## src/rtl/mbx_pkg.sv

```systemverilog
package mbx_pkg;

    localparam int MSG_BYTES = 8;
    localparam int RSP_ARGS  = 11;

    localparam logic [7:0] CMD_RESET     = 8'd1;
    localparam logic [7:0] CMD_MBOX_INFO = 8'd2;
    localparam logic [7:0] CMD_FLASHINFO = 8'd3;
    localparam logic [7:0] CMD_OPEN_RD   = 8'd4;
    localparam logic [7:0] CMD_CLOSE     = 8'd5;
    localparam logic [7:0] CMD_OPEN_WR   = 8'd6;
    localparam logic [7:0] CMD_MARK      = 8'd7;
    localparam logic [7:0] CMD_FLUSH     = 8'd8;
    localparam logic [7:0] CMD_EVT_ACK   = 8'd9;

    localparam logic [7:0] RC_OK      = 8'd1;
    localparam logic [7:0] RC_PARAM   = 8'd2;
    localparam logic [7:0] RC_WRITE   = 8'd3;
    localparam logic [7:0] RC_TIMEOUT = 8'd5;

    typedef enum logic [1:0] {DT_NONE = 2'd0, DT_MARK = 2'd1, DT_FLUSH = 2'd2} dt_op_e;
    typedef enum logic [1:0] {S_IDLE, S_EXEC, S_WAIT, S_DONE} rsp_state_e;
    typedef enum logic [1:0] {P_NONE, P_CLOSE, P_CREATE} post_e;

    typedef struct packed {
        logic        open;
        logic        wr;
        logic [15:0] start;
        logic [15:0] size;
    } window_t;

    function automatic logic [15:0] arg16(input logic [MSG_BYTES*8-1:0] m, input int idx);
        return m[(2+idx)*8 +: 16];
    endfunction

    function automatic logic [31:0] arg32(input logic [MSG_BYTES*8-1:0] m, input int idx);
        return m[(2+idx)*8 +: 32];
    endfunction

endpackage

```

## src/rtl/mbx_win_calc.sv

```systemverilog
module mbx_win_calc #(
    parameter int FLASH_BLKS  = 1024,
    parameter int DEF_RD_BLKS = 32,
    parameter int DEF_WR_BLKS = 8
) (
    input  logic        is_wr,
    input  logic [15:0] offset,
    input  logic [15:0] req_size,
    output logic        ok,
    output logic [15:0] size
);
    localparam logic [16:0] LIMIT = 17'(FLASH_BLKS);
    localparam logic [16:0] DEF_R = 17'(DEF_RD_BLKS);
    localparam logic [16:0] DEF_W = 17'(DEF_WR_BLKS);

    logic [16:0] want;
    logic [16:0] avail;

    always_comb begin
        if (req_size == 16'd0) want = is_wr ? DEF_W : DEF_R;
        else                   want = {1'b0, req_size};
        ok    = {1'b0, offset} < LIMIT;
        avail = LIMIT - {1'b0, offset};
        size  = (want > avail) ? avail[15:0] : want[15:0];
    end
endmodule

```

## src/rtl/mbx_timer.sv

```systemverilog
module mbx_timer #(
    parameter int TMO_CYCLES = 200
) (
    input  logic clk,
    input  logic rst,
    input  logic run,
    output logic expired
);
    localparam int TW = $clog2(TMO_CYCLES + 1);
    localparam logic [TW-1:0] LAST = TW'(TMO_CYCLES - 1);

    logic [TW-1:0] cnt;

    always_ff @(posedge clk) begin
        if (rst || !run) cnt <= '0;
        else if (cnt != LAST) cnt <= cnt + 1'b1;
    end

    assign expired = run && (cnt == LAST);
endmodule

```

## src/rtl/mbox_responder.sv

```systemverilog
module mbox_responder
    import mbx_pkg::*;
#(
    parameter int API_VER     = 2,
    parameter int FLASH_BLKS  = 1024,
    parameter int BLK_SHIFT   = 12,
    parameter int ERASE_BYTES = 4096,
    parameter int DEF_RD_BLKS = 32,
    parameter int DEF_WR_BLKS = 8,
    parameter int TMO_CYCLES  = 200
) (
    input  logic                    clk,
    input  logic                    rst,
    input  logic                    host_db,
    input  logic [MSG_BYTES*8-1:0]  mbox_in,
    input  logic [7:0]              evt_set,
    input  logic                    dt_done,
    input  logic                    dt_err,
    output logic                    rsp_valid,
    output logic [7:0]              rsp_seq,
    output logic [RSP_ARGS*8-1:0]   rsp_args,
    output logic [7:0]              rsp_code,
    output logic [7:0]              evt_status,
    output logic                    win_open,
    output logic                    win_write,
    output logic [15:0]             win_start,
    output logic [15:0]             win_size,
    output logic                    dt_req,
    output logic [1:0]              dt_op,
    output logic [15:0]             dt_block,
    output logic [31:0]             dt_len
);
    localparam logic [31:0] FLASH_BYTES = 32'(FLASH_BLKS) << BLK_SHIFT;
    localparam logic [47:0] INFO_ARGS   = {8'(BLK_SHIFT), 16'(DEF_WR_BLKS),
                                           16'(DEF_RD_BLKS), 8'(API_VER)};

    rsp_state_e               st;
    post_e                    post;
    window_t                  win;
    logic [MSG_BYTES*8-1:0]   req_q;
    logic [RSP_ARGS*8-1:0]    args_q;
    logic [7:0]               seq_q, code_q, evt_q;
    dt_op_e                   op_q;
    logic [15:0]              blk_q;
    logic [31:0]              len_q;

    logic [7:0]  cmd;
    logic        wr_open, tmo, cre_ok, is_wr;
    logic [15:0] cre_size, rel;
    window_t     cre_win;
    logic [RSP_ARGS*8-1:0] cre_args;
    logic [7:0]  cre_code;

    assign cmd     = req_q[7:0];
    assign is_wr   = (cmd == CMD_OPEN_WR);
    assign wr_open = win.open && win.wr;
    assign rel     = arg16(req_q, 0);

    mbx_win_calc #(
        .FLASH_BLKS (FLASH_BLKS),
        .DEF_RD_BLKS(DEF_RD_BLKS),
        .DEF_WR_BLKS(DEF_WR_BLKS)
    ) u_calc (
        .is_wr   (is_wr),
        .offset  (arg16(req_q, 0)),
        .req_size(arg16(req_q, 2)),
        .ok      (cre_ok),
        .size    (cre_size)
    );

    mbx_timer #(.TMO_CYCLES(TMO_CYCLES)) u_tmo (
        .clk    (clk),
        .rst    (rst),
        .run    (st == S_WAIT),
        .expired(tmo)
    );

    always_comb begin
        cre_win  = '0;
        cre_args = '0;
        cre_code = RC_PARAM;
        if (cre_ok) begin
            cre_win  = '{open: 1'b1, wr: is_wr, start: arg16(req_q, 0), size: cre_size};
            cre_args[31:0] = {cre_size, arg16(req_q, 0)};
            cre_code = RC_OK;
        end
    end

    always_ff @(posedge clk) begin
        if (rst) begin
            st <= S_IDLE; post <= P_NONE; win <= '0; req_q <= '0;
            args_q <= '0; seq_q <= '0; code_q <= '0;
            op_q <= DT_NONE; blk_q <= '0; len_q <= '0;
        end else begin
            case (st)
                S_IDLE: if (host_db) begin
                    req_q <= mbox_in;
                    st    <= S_EXEC;
                end
                S_EXEC: begin
                    seq_q  <= req_q[15:8];
                    args_q <= '0;
                    code_q <= RC_OK;
                    post   <= P_NONE;
                    st     <= S_DONE;
                    case (cmd)
                        CMD_RESET:     win <= '0;
                        CMD_MBOX_INFO: args_q[47:0] <= INFO_ARGS;
                        CMD_FLASHINFO: args_q[63:0] <= {32'(ERASE_BYTES), FLASH_BYTES};
                        CMD_OPEN_RD, CMD_OPEN_WR: begin
                            if (wr_open) begin
                                op_q <= DT_FLUSH; blk_q <= win.start; len_q <= '0;
                                post <= P_CREATE; st <= S_WAIT;
                            end else begin
                                win <= cre_win; args_q <= cre_args; code_q <= cre_code;
                            end
                        end
                        CMD_CLOSE: begin
                            if (wr_open) begin
                                op_q <= DT_FLUSH; blk_q <= win.start; len_q <= '0;
                                post <= P_CLOSE; st <= S_WAIT;
                            end else begin
                                win <= '0;
                            end
                        end
                        CMD_MARK: begin
                            if (!wr_open || rel >= win.size) begin
                                code_q <= RC_PARAM;
                            end else begin
                                op_q <= DT_MARK; blk_q <= win.start + rel;
                                len_q <= arg32(req_q, 2); st <= S_WAIT;
                            end
                        end
                        CMD_FLUSH: begin
                            if (!wr_open) begin
                                code_q <= RC_PARAM;
                            end else begin
                                op_q <= DT_FLUSH; blk_q <= win.start; len_q <= '0;
                                st <= S_WAIT;
                            end
                        end
                        CMD_EVT_ACK: ;
                        default: code_q <= RC_PARAM;
                    endcase
                end
                S_WAIT: if (dt_done || tmo) begin
                    st   <= S_DONE;
                    op_q <= DT_NONE;
                    if (!dt_done)    code_q <= RC_TIMEOUT;
                    else if (dt_err) code_q <= RC_WRITE;
                    else             code_q <= RC_OK;
                    if (post == P_CLOSE) begin
                        win <= '0;
                    end else if (post == P_CREATE) begin
                        if (dt_done && !dt_err) begin
                            win <= cre_win; args_q <= cre_args; code_q <= cre_code;
                        end else begin
                            win <= '0;
                        end
                    end
                end
                S_DONE: st <= S_IDLE;
                default: st <= S_IDLE;
            endcase
        end
    end

    always_ff @(posedge clk) begin
        if (rst) evt_q <= '0;
        else if (st == S_EXEC && cmd == CMD_EVT_ACK) evt_q <= (evt_q & ~req_q[23:16]) | evt_set;
        else evt_q <= evt_q | evt_set;
    end

    assign rsp_valid  = (st == S_DONE);
    assign rsp_seq    = seq_q;
    assign rsp_args   = args_q;
    assign rsp_code   = code_q;
    assign evt_status = evt_q;
    assign win_open   = win.open;
    assign win_write  = win.wr;
    assign win_start  = win.start;
    assign win_size   = win.size;
    assign dt_req     = (st == S_WAIT);
    assign dt_op      = op_q;
    assign dt_block   = blk_q;
    assign dt_len     = len_q;
endmodule

```

## config.mk

```make
export PLATFORM = sky130hd
export DESIGN_NAME = mbox_responder
export DESIGN_NICKNAME = d
export VERILOG_FILES = /design/src/rtl/mbx_pkg.sv /design/src/rtl/mbx_win_calc.sv /design/src/rtl/mbx_timer.sv /design/src/rtl/mbox_responder.sv
export SDC_FILE = /design/constraint.sdc
export NUM_CORES = 1
export LEC_CHECK = 0
export BUFFER_PORTS_ARGS = -buffer_cell sky130_fd_sc_hd__buf_2
export CELL_PAD_IN_SITES_DETAIL_PLACEMENT = 0
export CELL_PAD_IN_SITES_GLOBAL_PLACEMENT = 1
export CORE_MARGIN = 8
export CORE_UTILIZATION = 40
export CTS_BUF_LIST = sky130_fd_sc_hd__clkbuf_4
export DETAILED_ROUTE_END_ITERATION = 10
export GPL_TIMING_DRIVEN = 0
export PLACE_DENSITY = 0.82
export SYNTH_ARGS = -nofsm -noshare
export SYNTH_HDL_FRONTEND = slang
export SYNTH_SLANG_ARGS = --single-unit
```

## constraint.sdc

```tcl
create_clock -name clk -period 4.45 [get_ports clk]
set_clock_uncertainty 0.1 [all_clocks]
set_input_delay 0.445 -clock clk [delete_from_list [all_inputs] [get_ports clk]]
set_output_delay 0.445 -clock clk [all_outputs]
set_load 0.005 [all_outputs]
```

==> impl_metrics.ini <==
[power]
vdd_drop_max_mv = 0.229
p_leak_uw = 0.00600
power.density_nw_per_um2 = 449

[yosys]
ys_ff_latch = 213
synth_simple_gate_area_share = 0.209
synth_compound_area_frac = 0.171
ys_top_cells_by_area = dfxtp_1, nand2_1, a21oi_1, ha_1, buf_4
synth_top_area_frac = 0.409
synth_area_sq_um = 10400
synth_mux_area_frac = 0.0262
synthAdderAreaFrac = 0.0691
synthCells = 1277
async_flop_share = 0
synth_top_family_by_area = simple AND/OR/NAND/NOR gates
synth_edf_count = 0
netlist-cell-type-count = 69
avgSynthCellArea_sq_um = 8.16
synth_xor_area_frac = 0.0244
synth_ff_type = dfxtp_1
synth.largest_area_cell = dfxtp_1
seq_area_frac_synth = 0.409
yosys_warnings = 0

[global_routing]
grt-ovfl-total = 0
grt_max_degree = 16
grtUsageTotal = 0.215
grt_pass1_wl_um = 53800
antenna_found_initial = 1
grt_pass1_vias = 9927

[final_layout]
area_delta_synth_final_pct = 31.0
nNetsFinal = 1816
drive_gt1_frac = 0.238
final_cell_mix = nand2_1, buf_2, dfxtp_1
final_common_cell = nand2_1

[floorplanning]
die_width_um = 177
rows = 59
dieArea_sq_um = 31500
core_area_sq_um = 25800
ioPinCount = 275
die_y_um = 177
initial_core_util = 0.403

[sta]
slew_violations = 0
rsz0062_at_grt = false
worst_pin_slew_ns = 1.09
max_slew_margin = 0.271
fmax_mhz = 243
holdWs_ns = 0.198
setup-violations-final = 0
setup_slack_ns = 0.330
min_period_ns = 4.12
hold_violations = 0
finalCritPeriodShare = 0.926

[drt]
wl_per_cell_um = 17.0
firstDrtPassIters = 5
vias_per_cell = 4.99
drt_iter0_drc = 471
ant_nets = 0
drcViolationCount = 0
vias = 10300
drt-total-wl_um = 35100

[worst_setup_path]
critPathBufInv = 3
worstPathRequired_ns = 4.95
critPathMostFrequentCell = clkbuf_1
critPathSlowestCell = clkbuf_1
end_kind = register
timing_worst_setup_path_type = register to register
crit_chain = clkbuf_1 -> inv_1 -> ha_1 -> nand2b_1 -> a2111oi_0 -> o21bai_1 -> a31oi_1 -> o21ai_1 -> nor3_4 -> clkbuf_1 -> o211ai_1 -> a21oi_1
crit_arrival_ns = 4.62
cp_top_family = compound AO/OA/AOI/OAI gates
max_stage_delay_ns = 0.49
cp_max_fo = 10
cp-start-kind = register

[status]
status = completed

[cts]
cts_sinks = 213
htree_levels = 2
clockBufferDepth = 3
clock_latency_ns = 0.68
path_clk_slew_ns = 0.07
clockRootBuffer = clkbuf_4
tritoncts = yes
cts_buffers = 57

[placed_design]
place_worst_setup_slack_ns = -0.250
dp_hpwl_um = 26800
gp_congestion = 0.909
io_buffers = 215

[flow_run]
drv_cap = 0

[worst_hold_path]
hp-class = input pin to register
final timing paths:
path,from,end,slack [ns],depth (start not counted)
max,req_q[16]$_SDFFE_PP0P_,dt_block[1]$_SDFFE_PP0P_,0.33,12
min,host_db,st[0]$_SDFFE_PP0P_,0.20,5
max reg2reg,req_q[16]$_SDFFE_PP0P_,dt_block[1]$_SDFFE_PP0P_,0.33,12
min reg2reg,dt_len[2]$_SDFFE_PP0P_,dt_len[2]$_SDFFE_PP0P_,0.35,2
stage by stage:
| stage | instances | total power [uW] | area, sq um | utilization | setup TNS (ns) |
|---|---|---|---|---|---|
| after floorplan | 1334 | 3700 | 10600 | - | 0 |
| after detailed placement | 1884 | 4340 | 12100 | 0.470 | -4.71 |
| final | 2061 | 6140 | 13700 | 0.529 | 0 |
| after global placement | 1884 | 4310 | 12100 | 0.470 | -2.43 |
| after CTS | 2062 | 6160 | 13600 | 0.528 | 0 |
| after global routing | 2061 | 6540 | 13700 | 0.529 | 0 |
worst min-delay path: stages:
cell and delay, ns:
buf_2 0.11, inv_1 0.05, a21boi_0 0.13, o21ai_0 0.09
a221oi_1 0.08
cell usage after synthesis, drive strengths merged, types with 7 or more instances:
| cell | number |
|---|---|
| a211oi | 8 |
| a21o | 12 |
| a21oi | 141 |
| a22oi | 21 |
| a311oi | 10 |
| and2 | 13 |
| buf | 75 |
| clkbuf | 70 |
| dfxtp | 213 |
| ha | 56 |
| inv | 40 |
| mux2 | 10 |
| mux2i | 16 |
| nand2 | 248 |
| nand2b | 10 |
| nand3 | 49 |
| nand3b | 8 |
| nor2 | 85 |
| nor2b | 7 |
| nor3 | 14 |
| nor4 | 9 |
| o211ai | 8 |
| o21ai | 46 |
| xnor2 | 14 |
| xor2 | 15 |
state kept, by name, indices dropped and copies added (netlist names), 2 cells and up:
| name | count |
|---|---|
| win_size | 16 |
| rsp_seq | 8 |
| dt_len | 32 |
| post | 2 |
| evt_status | 8 |
| dt_block | 16 |
| dt_op | 2 |
| rsp_code | 3 |
| req_q | 64 |
| st | 2 |
| rsp_args | 34 |
| win_start | 16 |
| u_tmo.cnt | 8 |
area by class of cell:
| cell class | count | area (sq um) |
|---|---|---|
| Clock inverter | 18 | 103 |
| Timing Repair Buffer | 291 | 1830 |
| Antenna cell | 1 | 2.50 |
| Buffer | 143 | 790 |
| Sequential cell | 213 | 4260 |
| Fill cell | 2569 | 12200 |
| Clock buffer | 84 | 631 |
| Inverter | 40 | 150 |
| Multi-Input combinational cell | 936 | 5460 |
| Tap cell | 335 | 419 |
cell families (layout without fill, tap and decap cells):
family / count (synthesis) / after routing
other: 1 / 59
and+or+nand+nor: 480 / 480
buffers and inverters: 185 / 576
AOI/OAI and AO/OA: 286 / 286
adders and majority gates: 57 / 57
DFF: 213 / 213
xor gates and xnor gates: 29 / 29
muxes: 26 / 26
report_power, final:
group | total (uW) | internal [uW] | switching (uW)
clock | 1750 | 921 | 828
sequential | 2260 | 2060 | 201
combinational | 2130 | 811 | 1320
repair_timing:
action,in CTS,in global routing
gates cloned,0,0
endpoints found under the hold margin,74,0
buffers inserted,1,0
gates resized for setup,1,5
pin swaps,1,0
hold buffers,75,0
setup endpoints to repair,68,32
per-layer routing:
metal  up-vias  global-route usage  wire, um
met3        80              0.0519      2730
met4         0              0.0872      1160
li1       5097                   -         -
met2       400               0.346     16000
met5         -                   0         0
met1      4710               0.271     15200
(Power assumes the default switching activity.)
